File: src/rtl/ipc_mailbox.sv
module ipc_mailbox #(
  parameter int          NQ          = 8,
  parameter int          NC          = 4,
  parameter int          DEPTH       = 4,
  parameter int          DW          = 32,
  parameter int          AW          = 12,
  parameter int          INTR_LAYOUT = 1,
  parameter logic [31:0] REVISION    = 32'h0000_0201
) (
  input  logic          clk,
  input  logic          rst_n,
  input  logic [AW-1:0] addr,
  input  logic          wr_en,
  input  logic [DW-1:0] wr_data,
  input  logic          rd_en,
  output logic [DW-1:0] rd_data,
  output logic [NC-1:0] irq
);
  localparam int EW = 2 * NQ;
  localparam int PW = (DEPTH > 1) ? $clog2(DEPTH) : 1;
  localparam int CW = $clog2(DEPTH + 1);

  function automatic logic [AW-1:0] msg_a(input int m);
    return AW'(32'h040 + 4 * m);
  endfunction
  function automatic logic [AW-1:0] full_a(input int m);
    return AW'(32'h080 + 4 * m);
  endfunction
  function automatic logic [AW-1:0] cnt_a(input int m);
    return AW'(32'h0C0 + 4 * m);
  endfunction
  function automatic logic [AW-1:0] stat_a(input int u);
    return (INTR_LAYOUT != 0) ? AW'(32'h104 + 16 * u) : AW'(32'h100 + 8 * u);
  endfunction
  function automatic logic [AW-1:0] en_a(input int u);
    return (INTR_LAYOUT != 0) ? AW'(32'h108 + 16 * u) : AW'(32'h104 + 8 * u);
  endfunction
  function automatic logic [AW-1:0] clr_a(input int u);
    return AW'(32'h10C + 16 * u);
  endfunction
  function automatic logic [PW-1:0] nxt(input logic [PW-1:0] p);
    return (p == PW'(DEPTH - 1)) ? '0 : p + 1'b1;
  endfunction

  logic [DW-1:0]          mem [NQ][DEPTH];
  logic [PW-1:0]          wp  [NQ];
  logic [PW-1:0]          rp  [NQ];
  logic [NQ-1:0][CW-1:0]  cnt;
  logic [NQ-1:0]          full, push, pop;
  logic [EW-1:0]          evt;
  logic [NC-1:0][EW-1:0]  stat, en;

  for (genvar q = 0; q < NQ; q++) begin : g_q
    assign full[q]      = (cnt[q] == CW'(DEPTH));
    assign push[q]      = wr_en && (addr == msg_a(q)) && !full[q];
    assign pop[q]       = rd_en && (addr == msg_a(q)) && (cnt[q] != '0);
    assign evt[2*q]     = push[q];
    assign evt[2*q+1]   = pop[q] && full[q];

    always_ff @(posedge clk)
      if (push[q]) mem[q][wp[q]] <= wr_data;

    always_ff @(posedge clk) begin
      if (!rst_n) begin
        wp[q]  <= '0;
        rp[q]  <= '0;
        cnt[q] <= '0;
      end else begin
        if (push[q]) wp[q] <= nxt(wp[q]);
        if (pop[q])  rp[q] <= nxt(rp[q]);
        if (push[q] && !pop[q])      cnt[q] <= cnt[q] + 1'b1;
        else if (pop[q] && !push[q]) cnt[q] <= cnt[q] - 1'b1;
      end
    end
  end

  for (genvar u = 0; u < NC; u++) begin : g_u
    logic st_wr, en_wr, cl_wr;
    assign st_wr = wr_en && (addr == stat_a(u));
    assign en_wr = wr_en && (addr == en_a(u));
    assign cl_wr = wr_en && (INTR_LAYOUT != 0) && (addr == clr_a(u));

    always_ff @(posedge clk) begin
      if (!rst_n) begin
        stat[u] <= '0;
        en[u]   <= '0;
      end else begin
        stat[u] <= (stat[u] & ~(st_wr ? wr_data[EW-1:0] : '0)) | evt;
        if (INTR_LAYOUT != 0) begin
          if (en_wr)      en[u] <= en[u] | wr_data[EW-1:0];
          else if (cl_wr) en[u] <= en[u] & ~wr_data[EW-1:0];
        end else if (en_wr) begin
          en[u] <= wr_data[EW-1:0];
        end
      end
    end

    assign irq[u] = |(stat[u] & en[u]);
  end

  always_comb begin
    rd_data = '0;
    if (addr == '0) rd_data = DW'(REVISION);
    for (int q = 0; q < NQ; q++) begin
      if (addr == msg_a(q))  rd_data = (cnt[q] != '0) ? mem[q][rp[q]] : '0;
      if (addr == full_a(q)) rd_data = DW'(full[q]);
      if (addr == cnt_a(q))  rd_data = DW'(cnt[q]);
    end
    for (int u = 0; u < NC; u++) begin
      if (addr == stat_a(u)) rd_data = DW'(stat[u]);
      if (addr == en_a(u))   rd_data = DW'(en[u]);
      if ((INTR_LAYOUT != 0) && (addr == clr_a(u))) rd_data = DW'(en[u]);
    end
  end
endmodule

File: config.mk
export PLATFORM = sky130hd
export DESIGN_NAME = ipc_mailbox
export DESIGN_NICKNAME = d
export VERILOG_FILES = /design/src/rtl/ipc_mailbox.sv
export SDC_FILE = /design/constraint.sdc
export NUM_CORES = 1
export LEC_CHECK = 0
export BUFFER_PORTS_ARGS = -buffer_cell sky130_fd_sc_hd__buf_2
export CAP_MARGIN = 15
export CORE_MARGIN = 5
export CORE_UTILIZATION = 30
export CTS_BUF_LIST = sky130_fd_sc_hd__clkbuf_4
export CTS_CLUSTER_DIAMETER = 100
export CTS_CLUSTER_SIZE = 20
export DETAILED_ROUTE_END_ITERATION = 8
export GPL_TIMING_DRIVEN = 1
export MAX_ROUTING_LAYER = met4
export PLACE_DENSITY = 0.52
export SYNTH_ARGS = -nofsm -noshare
export SYNTH_HDL_FRONTEND = slang
export SYNTH_SLANG_ARGS = --single-unit
File: constraint.sdc
create_clock -name clk -period 3.3 [get_ports clk]
set_clock_uncertainty 0.05 [all_clocks]
set_input_delay 0.33 -clock clk [delete_from_list [all_inputs] [get_ports clk]]
set_output_delay 0.33 -clock clk [all_outputs]
set_load 0.01 [all_outputs]
==> run metrics <==
filler instances=~15000; WL final=about 150000 um; total grt overflow=0; EDFF count, synth=around 1100; Peak VDD IR=between 200 and 300 uV; top post-synthesis cells by area=edfxtp_1 65%, mux4_2 12%, dfxtp_1 6.2%; Final Hold Vio Count=0; Mapped Area=slightly below 0.05 mm^2; final core utilization=35.5%; pwr dens=around 410 mW/mm^2; DR vias/cell=between 5 and 6; LEAKAGE=approximately 18 nW; min Tclk post-route=~4000 ps; CP endpoint kind=primary output; gpl congestion=between 0.9 and 1; pin count of the biggest net entering global routing=68; routed length per instance=roughly 28 um; Sum Neg Setup Slack=-16240 ps; max_cap viols=0; antenna violations before repair=8; Tightest Pin Transition=about 1100 ps; Synth Flop Type=edfxtp_1; CTS sink count=about 1200; IO buf count=just over 80; failing checks=negative setup slack; post-route cell area=0.0572 mm^2; DIE HEIGHT=around 410 um; CTS tree=yes; syn_nets=between 2000 and 3000; detailed-route DRC error count=0; first-pass GRT wire length=roughly 210000 um; Synth warnings=0; Routed Antenna Nets=0; Area growth, synth to finish=17.4%; CP max FO=24; Placed Area=between 0.05 and 0.06 mm^2; Post-synth ARST share=0%; vias in the first global route=around 28000; # nets final=approximately 3300; Slew Limit Fails=0; root buffer cell=clkbuf_4; initial drt markers=approximately 3200; critical path class=reg -> out; Hold Crit Class=in -> reg; register area share after synthesis=between 70% and 80%; final worst slack=-708 ps; Synth top area share=65.1%; final setup vio count=32; Critical Path RT=2920 ps; routed vias=about 28000; Core ar.=around 0.16 mm^2; Hold Slack=between 100 and 150 ps; Synth cell types=between 70 and 80; Die Area=roughly 0.17 mm^2; syn_area_per_cell=roughly 17 um^2; Skew-Pair Late Insertion Delay=approximately 1100 ps; startpoint types=register; dpl hpwl=just under 100000 um; Die X-Extent=around 410 um; num rows=147; crit path DAT=about 3600 ps; clock slew at reported path FFs=around 250 ps; gr usage total=around 18%; CTS H-tree depth=3; final worst-path cycle share=121%; CTS Buffer Depth=3; Num CTS Buffers=72; status=finished with violations; Detailed Routing Iterations Pass 1=9; pre-CTS setup slack=-161 ps; Max transition margin=between 20% and 30%; Post-Syn Instances=2805; RSZ-0062 raised after global routing=true; starting density of the core=30.3%; Max Clock Freq=0.250 GHz; Seq cells post-synth=between 1000 and 1500; share of layout cells above drive strength 1=between 30% and 40%; leading area contributor after synthesis=edfxtp_1; num ports=between 80 and 90
## report_power, final
part	switching [mW]	internal, mW	total [mW]
Sequential	0.0141	16.6	16.6
Clock	4.64	1.23	5.87
Combinational	0.750	0.414	1.16
Total	5.40	18.2	23.6
## Yosys cell counts, drive strengths merged, types with 14 or more instances
master	n
a21oi	172
a221oi	46
a22o	38
a22oi	70
a311oi	33
and2	40
and3	30
buf	85
clkbuf	99
dfxtp	152
edfxtp	1056
ha	48
inv	29
mux4	256
nand2	152
nand3	33
nand4	14
nor2	164
nor3	47
nor4	16
nor4b	17
o21ai	30
xor2	17
## final cells by class
class / count / area [um^2] / share of cell area [%]
Antenna cell: 13 / 32.5 / 0.0569
Clock buffer: 83 / 623 / 1.09
Clock inverter: 11 / 116 / 0.204
Inverter: 30 / 118 / 0.206
Multi-Input combinational cell: 1383 / 13900 / 24.3
Sequential cell: 1208 / 34800 / 60.8
Tap cell: 2160 / 2700 / 4.73
Timing Repair Buffer: 470 / 4910 / 8.59
## state kept, by name (all words and copies together), names as in the netlist, named ones only
name / count
cnt: 24
rp: 16
mem: 1024
stat: 64
wp: 16
## path summary, 6_finish.rpt
kind                             start                    to  slack [ps]  cells past startpoint
setup / recovery  cnt[17]$_SDFFE_PN0P_            rd_data[5]        -710                     10
hold / removal                   rst_n   stat[59]$_SDFF_PN0_         110                      4
setup reg to reg  cnt[14]$_SDFFE_PN0P_  cnt[14]$_SDFFE_PN0P_         570                     12
hold reg to reg   cnt[17]$_SDFFE_PN0P_  cnt[17]$_SDFFE_PN0P_         480                      2
## placed cells by master, fill, tap and decap left out, drive strengths merged, types with 7 or more instances in the layout
cell | synthesis | final
nor4 | 16 | 16
inv | 29 | 35
a222oi | 13 | 13
ha | 48 | 48
nand3 | 33 | 33
clkbuf | 99 | 84
nor3 | 47 | 47
and2 | 40 | 40
buf | 85 | 427
mux4 | 256 | 256
nor2 | 164 | 164
a22o | 38 | 38
fa | 8 | 8
o22ai | 7 | 7
a21oi | 172 | 172
and3 | 30 | 30
a311oi | 33 | 33
diode | 0 | 13
xor2 | 17 | 17
dlygate4sd3 | 0 | 42
o211ai | 10 | 10
nand4 | 14 | 14
o21ai | 30 | 30
a221oi | 46 | 46
nor3b | 7 | 7
a31oi | 7 | 7
nand2b | 12 | 12
nor4b | 17 | 17
or3 | 13 | 13
dfxtp | 152 | 152
a22oi | 70 | 70
a221o | 13 | 13
nand2 | 152 | 152
and4b | 8 | 8
mux2i | 10 | 10
edfxtp | 1056 | 1056
## metrics by stage
| stage | power (mW) | instances |
|---|---|---|
| after CTS | 23.9 | 5329 |
| final | 23.6 | 5358 |
| after floorplan | 17.4 | 2805 |
| after global routing | 24.5 | 5356 |
| after global placement | 18.0 | 5132 |
| after detailed placement | 18.0 | 5132 |
## logic make-up (layout without fill, tap and decap cells)
family / count (synthesis) / in the layout / share of synthesized area, %
AOI/OAI and AO/OA: 470 / 470 / 6.68
xor gates and xnor gates: 17 / 17 / 0.306
adders and majority gates: 56 / 56 / 1.56
buffers and inverters: 214 / 594 / 2.02
DFF: 1208 / 1208 / 71.4
muxes: 266 / 266 / 12.0
other: 0 / 13 / 0
and+or+nand+nor: 574 / 574 / 6.03
## metal layers
| metal | GRT usage [%] | part of all wire [%] | vias to the layer above |
|---|---|---|---|
| met3 | 2.42 | 5.9 | 197 |
| li1 | - | - | 12100 |
| met1 | 24.5 | 44 | 14900 |
| met2 | 27.5 | 47 | 953 |
| met4 | 4.76 | 3.0 | 0 |
| met5 | - | 0 | - |
## critical path: stages (launching register included)
cell and delay, ps:
dfxtp_2 400, or3_4 430, nor3b_4 180, buf_12 170, a22oi_2 280, nand4_1 160
o211ai_1 200, a21oi_1 110, buf_4 170, a221o_1 250, buf_2 140
## timing repair
action	CTS	global route
hold buffers	42	0
buffers inserted	59	18
gates cloned	6	1
pin swaps	76	42
resized for setup	183	52
endpoints found under the hold margin	1115	0
endpoints found under the setup margin	32	32
Power figures use the tool's default switching activity.
